`src/rtl/trap_pkg.sv`:
```
// Package: shared constants and request type of the trap controller.
// Assumes a 32-bit address space and the cause layout used by the unit.
package trap_pkg;
    localparam int XLEN         = 32;
    localparam int CODE_W       = 5;
    localparam int CODE_LSB     = 2;
    localparam int BD_BIT       = 31;
    localparam int RD_W         = 5;
    localparam logic [XLEN-1:0] HANDLER_PC = 32'h8000_0180;
    localparam logic [XLEN-1:0] SLOT_BACK  = 32'd4;
    localparam logic [CODE_W-1:0] CODE_OVF = 5'd12;
    localparam logic [CODE_W-1:0] CODE_RSV = 5'd10;

    typedef struct packed {
        logic              valid;
        logic [XLEN-1:0]   pc;
        logic              slot;
        logic [CODE_W-1:0] code;
    } trap_req_t;
endpackage

```
`src/rtl/trap_pick.sv`:
```
// Module: trap_pick
// Picks the oldest valid request. Index 0 is the oldest (furthest down
// the pipeline). Assumes requests are stable for the whole cycle.
module trap_pick
    import trap_pkg::*;
#(
    parameter int NUM_SRC = 2
) (
    input  trap_req_t             src [NUM_SRC],
    output logic                  take,
    output trap_req_t             win,
    output logic [NUM_SRC-1:0]    grant
);
    // Priority select: the lowest index wins, younger ones are dropped.
    always_comb begin
        win   = '0;
        grant = '0;
        take  = 1'b0;
        for (int i = NUM_SRC - 1; i >= 0; i--) begin
            if (src[i].valid) begin
                win   = src[i];
                grant = '0;
                grant[i] = 1'b1;
                take  = 1'b1;
            end
        end
    end

    // At most one grant, and a grant exists exactly when a request is taken.
    always_comb begin
        assert_one_grant_R6: assert ($onehot0(grant) && (take == (grant != '0)))
            else $error("grant not one-hot");
    end
endmodule

```
`src/rtl/trap_regs.sv`:
```
// Module: trap_regs
// Holds EPC and the cause word. On a taken trap it stores the faulting
// program counter (minus 4 in a delay slot) and the code with the slot flag.
// Assumes a synchronous active-low reset.
module trap_regs
    import trap_pkg::*;
(
    input  logic            clk,
    input  logic            rst_n,
    input  logic            take,
    input  trap_req_t       win,
    output logic [XLEN-1:0] epc_q,
    output logic [XLEN-1:0] cause_q
);
    logic [XLEN-1:0] epc_d;
    logic [XLEN-1:0] cause_d;

    // Build the next EPC and the cause word from the winning request.
    always_comb begin
        epc_d   = win.slot ? (win.pc - SLOT_BACK) : win.pc;
        cause_d = '0;
        cause_d[BD_BIT] = win.slot;
        cause_d[CODE_LSB +: CODE_W] = win.code;
    end

    // Register update: clear on reset, load on a taken trap, else hold.
    always_ff @(posedge clk) begin
        if (!rst_n) begin
            epc_q   <= '0;
            cause_q <= '0;
        end else if (take) begin
            epc_q   <= epc_d;
            cause_q <= cause_d;
        end
    end

    assert_hold_R2: assert property (@(posedge clk) disable iff (!rst_n)
        !take |=> ($stable(epc_q) && $stable(cause_q)))
        else $error("registers changed without a trap");

    assert_bd_flag_R7: assert property (@(posedge clk) disable iff (!rst_n)
        (take && win.slot) |=> (cause_q[BD_BIT] && epc_q == $past(win.pc) - SLOT_BACK))
        else $error("delay slot trap recorded wrongly");
endmodule

```
`src/rtl/cp0_read.sv`:
```
// Module: cp0_read
// Combinational read port. The index parity picks the register:
// even gives EPC, odd gives the cause word.
module cp0_read
    import trap_pkg::*;
(
    input  logic [RD_W-1:0] rd,
    input  logic [XLEN-1:0] epc_q,
    input  logic [XLEN-1:0] cause_q,
    output logic [XLEN-1:0] rdata
);
    logic unused_rd_hi;

    // Read multiplexer; only bit 0 of the index matters.
    always_comb begin
        unused_rd_hi = |rd[RD_W-1:1];
        rdata        = rd[0] ? cause_q : epc_q;
    end
endmodule

```
`src/rtl/precise_trap_unit.sv`:
```
// Module: precise_trap_unit
// Top of the trap controller. Execute (overflow) is older than decode
// (reserved opcode). Kills and redirect are combinational; EPC and the cause
// word load on the edge that ends the trap cycle.
// Assumes the pipeline honours the kills in the same cycle.
module precise_trap_unit
    import trap_pkg::*;
(
    input  logic            clk,
    input  logic            rst_n,
    input  logic            ex_ovf,
    input  logic [31:0]     ex_pc,
    input  logic            ex_in_slot,
    input  logic            id_bad_op,
    input  logic [31:0]     id_pc,
    input  logic            id_in_slot,
    output logic            kill_if,
    output logic            kill_id,
    output logic            kill_ex,
    output logic            redirect,
    output logic [31:0]     redirect_pc,
    input  logic [4:0]      cp0_rd,
    output logic [31:0]     cp0_rdata
);
    localparam int NUM_SRC = 2;
    localparam int SRC_EX  = 0;
    localparam int SRC_ID  = 1;

    trap_req_t            reqs [NUM_SRC];
    trap_req_t            win;
    logic                 take;
    logic [NUM_SRC-1:0]   grant;
    logic [XLEN-1:0]      epc_q;
    logic [XLEN-1:0]      cause_q;

    // Gather the stage reports into requests, oldest first.
    always_comb begin
        reqs[SRC_EX] = '{valid: ex_ovf,    pc: ex_pc, slot: ex_in_slot, code: CODE_OVF};
        reqs[SRC_ID] = '{valid: id_bad_op, pc: id_pc, slot: id_in_slot, code: CODE_RSV};
    end

    trap_pick #(.NUM_SRC(NUM_SRC)) u_pick (
        .src   (reqs),
        .take  (take),
        .win   (win),
        .grant (grant)
    );

    trap_regs u_regs (
        .clk     (clk),
        .rst_n   (rst_n),
        .take    (take),
        .win     (win),
        .epc_q   (epc_q),
        .cause_q (cause_q)
    );

    cp0_read u_read (
        .rd      (cp0_rd),
        .epc_q   (epc_q),
        .cause_q (cause_q),
        .rdata   (cp0_rdata)
    );

    // Flush and redirect: the winner and every younger stage are cancelled.
    always_comb begin
        kill_if     = take;
        kill_id     = take;
        kill_ex     = grant[SRC_EX];
        redirect    = take;
        redirect_pc = HANDLER_PC;
    end

    assert_redirect_R3: assert property (@(posedge clk) disable iff (!rst_n)
        (ex_ovf || id_bad_op) |-> (redirect && redirect_pc == HANDLER_PC))
        else $error("no redirect on a trap");

    assert_kill_ex_R4: assert property (@(posedge clk) disable iff (!rst_n)
        ex_ovf |-> (kill_if && kill_id && kill_ex))
        else $error("overflow did not kill all stages");

    assert_code_ovf_R4: assert property (@(posedge clk) disable iff (!rst_n)
        ex_ovf |=> (cause_q[CODE_LSB +: CODE_W] == CODE_OVF))
        else $error("overflow code not stored");

    assert_decode_only_R5: assert property (@(posedge clk) disable iff (!rst_n)
        (id_bad_op && !ex_ovf) |-> (kill_if && kill_id && !kill_ex))
        else $error("decode trap killed execute");

    assert_quiet_R2: assert property (@(posedge clk) disable iff (!rst_n)
        !(ex_ovf || id_bad_op) |-> !(kill_if || kill_id || kill_ex || redirect))
        else $error("kill without a trap");
endmodule

```
`config.mk`:
```
export PLATFORM = sky130hd
export DESIGN_NAME = precise_trap_unit
export DESIGN_NICKNAME = d
export VERILOG_FILES = /design/src/rtl/trap_pkg.sv /design/src/rtl/trap_pick.sv /design/src/rtl/trap_regs.sv /design/src/rtl/cp0_read.sv /design/src/rtl/precise_trap_unit.sv
export SDC_FILE = /design/constraint.sdc
export NUM_CORES = 1
export LEC_CHECK = 0
export BUFFER_PORTS_ARGS = -buffer_cell sky130_fd_sc_hd__buf_2
export CAP_MARGIN = 20
export CORE_MARGIN = 2
export CORE_UTILIZATION = 51
export DETAILED_ROUTE_END_ITERATION = 6
export PLACE_DENSITY = 0.87
export SLEW_MARGIN = 20
export SYNTH_ARGS = -nofsm -noshare
export SYNTH_HDL_FRONTEND = slang
export SYNTH_SLANG_ARGS = --single-unit
```
`constraint.sdc`:
```
create_clock -name clk -period 9.5 [get_ports clk]
set_input_delay 1.9 -clock clk [delete_from_list [all_inputs] [get_ports clk]]
set_output_delay 1.9 -clock clk [all_outputs]
set_load 0.02 [all_outputs]
```
==> results.tsv <==
metric	value	unit
setup_viol_count_final	0	
crit_path_end_kind	output port	
die_h	79.6	um
critPathRequiredTime	7.60	ns
min_period_over_period	51.1	%
antenna_found_initial	0	
drtIter0Drc	226	
ys.flop_type	dfxtp_1	
die_area	6330	um2
wl_per_cell	14.5	um
clock_path_buffers	2	
skew	0	ns
ys_ff_latch	36	
hold_buffers	0	
leakage	1.49	nW
cp_max_fo	32	
ant_nets	0	
fin_setup_tns	0	ns
numCtsBuffers	5	
vias	3038	
ir_drop	0.0000762	V
setup_ws	4.65	ns
postCtsSetupBuffers	0	
clock_sinks	36	
yosysSeqAreaShare	24.7	%
async_flop_share	0	%
root_buffer	clkbuf_8	
hold_slack	0.449	ns
grt_first_pass_wirelength	12400	um
grt_setup_unrepaired	false	
totalWireLength	7970	um
drive_gt1_share	28.3	%
coreArea	5510	um2
place_area	3300	um2
cts_tree	built	
overflow	0	
postLayoutCellArea	3400	um2
place_hpwl	6020	um
avgSynthCellArea	7.49	um2
hold_violations	0	
diodes	0	
clock_latency	0.29	ns
worst_pin_slew	1.01	ns
arrival	2.95	ns
place_congestion	0.902	
dp_slack	4.53	ns
clkTransAtPathRegs	0.07	ns
max-slew-margin-rel	32.8	%
hold_start	u_regs.epc_q[7]	
io_pins	143	
area_growth	16.8	%
pwr_density_cell	125	nW/um2
drtPass1Iterations	5	
num_rows	27	
ys_warn_count	0	
h-tree-depth	2	
fmax	206	MHz
slew_violations	0	
via_per_inst	5.53	
synth_edf_count	0	
cp-start-kind	input pin	
status	finished clean	
start_util	52.9	%
fin_crit	4.85	ns
worstHoldPathType	flop to flop	
grt_usage	24.5	%
synthDistinctLibCells	48	
maxCapViolCount	0	
netlist_instances	389	
grt_pass1_vias	2622	
reg2reg_depth	2	
grt_max_degree	68	
die_x	79.6	um
r2r_start	u_regs.epc_q[16]	
io_buffers	106	
nets	552	
syn_area	2910	um2
drc	0	
worstSetupStartpoint	cp0_rd[0]	
critPathKind	input pin to output port	
cts_resized	0	
min_path_cells	2	
## sequential cells by signal, indices dropped and copies added (netlist names)
signal          count
u_regs.cause_q      4
u_regs.epc_q       32
## stage by stage
step,cells,utilization (%),total power (W)
2_1_floorplan,419,-,0.000266
3_3_place_gp,541,59.9,0.000291
3_5_place_dp,541,59.9,0.000294
4_1_cts,549,61.8,0.000426
5_1_grt,549,61.8,0.000446
6_report,549,61.8,0.000426
## path summary, 6_finish.rpt
check / end / slack [ns]
min reg2reg: u_regs.epc_q[7] / 0.45
max: cp0_rdata[31] / 4.65
max reg2reg: u_regs.epc_q[16] / 8.65
min: u_regs.epc_q[7] / 0.45
## placed cells by master, fill, tap and decap left out, types with 3 or more instances in the layout
| cell type | synthesis | routed |
|---|---|---|
| a21oi_1 | 29 | 29 |
| a22o_1 | 5 | 5 |
| a22oi_1 | 22 | 22 |
| buf_2 | 9 | 106 |
| buf_4 | 37 | 3 |
| clkbuf_8 | 0 | 5 |
| conb_1 | 2 | 32 |
| dfxtp_1 | 36 | 36 |
| inv_1 | 3 | 3 |
| mux2_2 | 4 | 4 |
| mux2i_1 | 3 | 3 |
| nand2_1 | 36 | 36 |
| nand3_1 | 5 | 5 |
| nand3b_1 | 3 | 3 |
| nand4_1 | 5 | 5 |
| nor2_1 | 37 | 36 |
| nor2b_1 | 29 | 28 |
| nor3_1 | 8 | 8 |
| nor4_2 | 4 | 4 |
| o21a_1 | 5 | 5 |
| o21ai_0 | 33 | 33 |
| o21ai_1 | 7 | 7 |
| xnor2_1 | 16 | 16 |
| xor2_1 | 10 | 10 |
## power by group
part	leakage [nW]	internal, W	switching [W]
combinational	1.13	0.0000455	0.0000808
sequential	0.298	0.000162	0.00000523
clock	0.0552	0.0000778	0.0000548
total	1.49	0.000285	0.000141
## layout make-up
| class | count | area [um2] |
|---|---|---|
| fill | 509 | 2100 |
| multi-input combinational | 321 | 1920 |
| sequential | 36 | 721 |
| timing repair buffer | 109 | 553 |
| tap | 72 | 90.1 |
| clock buffer | 6 | 72.6 |
| clock inverter | 2 | 35.0 |
| inverter | 3 | 11.3 |
## synth_stat cells, drive strengths merged (2+ instances only)
cell / n / share of area [%]
xnor2: 16 / 4.8
nand3: 5 / 0.86
nor4: 7 / 3.4
a21oi: 29 / 5.0
a22o: 5 / 1.5
mux2: 4 / 1.5
nor2: 37 / 4.8
or4: 2 / 0.64
nand3b: 3 / 0.77
nand4: 5 / 1.1
inv: 3 / 0.39
and3b: 2 / 0.60
o21a: 5 / 1.3
o2111ai: 2 / 0.60
nor2b: 29 / 6.2
mux2i: 3 / 1.0
o21ai: 40 / 6.9
conb: 2 / 0.26
buf: 49 / 12
a22oi: 22 / 5.7
dfxtp: 36 / 25
clkbuf: 10 / 1.3
nand2: 36 / 4.6
or3: 2 / 0.43
a31oi: 2 / 0.43
xor2: 10 / 3.0
nor3: 10 / 2.1
## critical path: stages
cell and delay (ns):
buf_2 0.47, mux2_2 0.42, buf_2 0.16
## kinds of logic (layout without fill, tap and decap cells)
family	after synthesis	in the layout	synth area share (%)
xor+xnor	26	26	7.81
mux	7	7	2.58
buf+inv	62	120	13.4
simple gates	144	144	27.4
other cells	2	32	0.258
fa+ha+maj	1	1	0.429
compound gates	111	111	23.4
flops	36	36	24.7
## per-layer routing
| layer | part of all wire, % | global-route usage (%) | vias to the layer above |
|---|---|---|---|
| met3 | 9.2 | 3.51 | 14 |
| met2 | 47 | 40.5 | 185 |
| met5 | 0 | 0 | - |
| met1 | 42 | 32.5 | 1363 |
| li1 | - | - | 1476 |
| met4 | 1.8 | 8.45 | 0 |
Power figures use the tool's default switching activity.
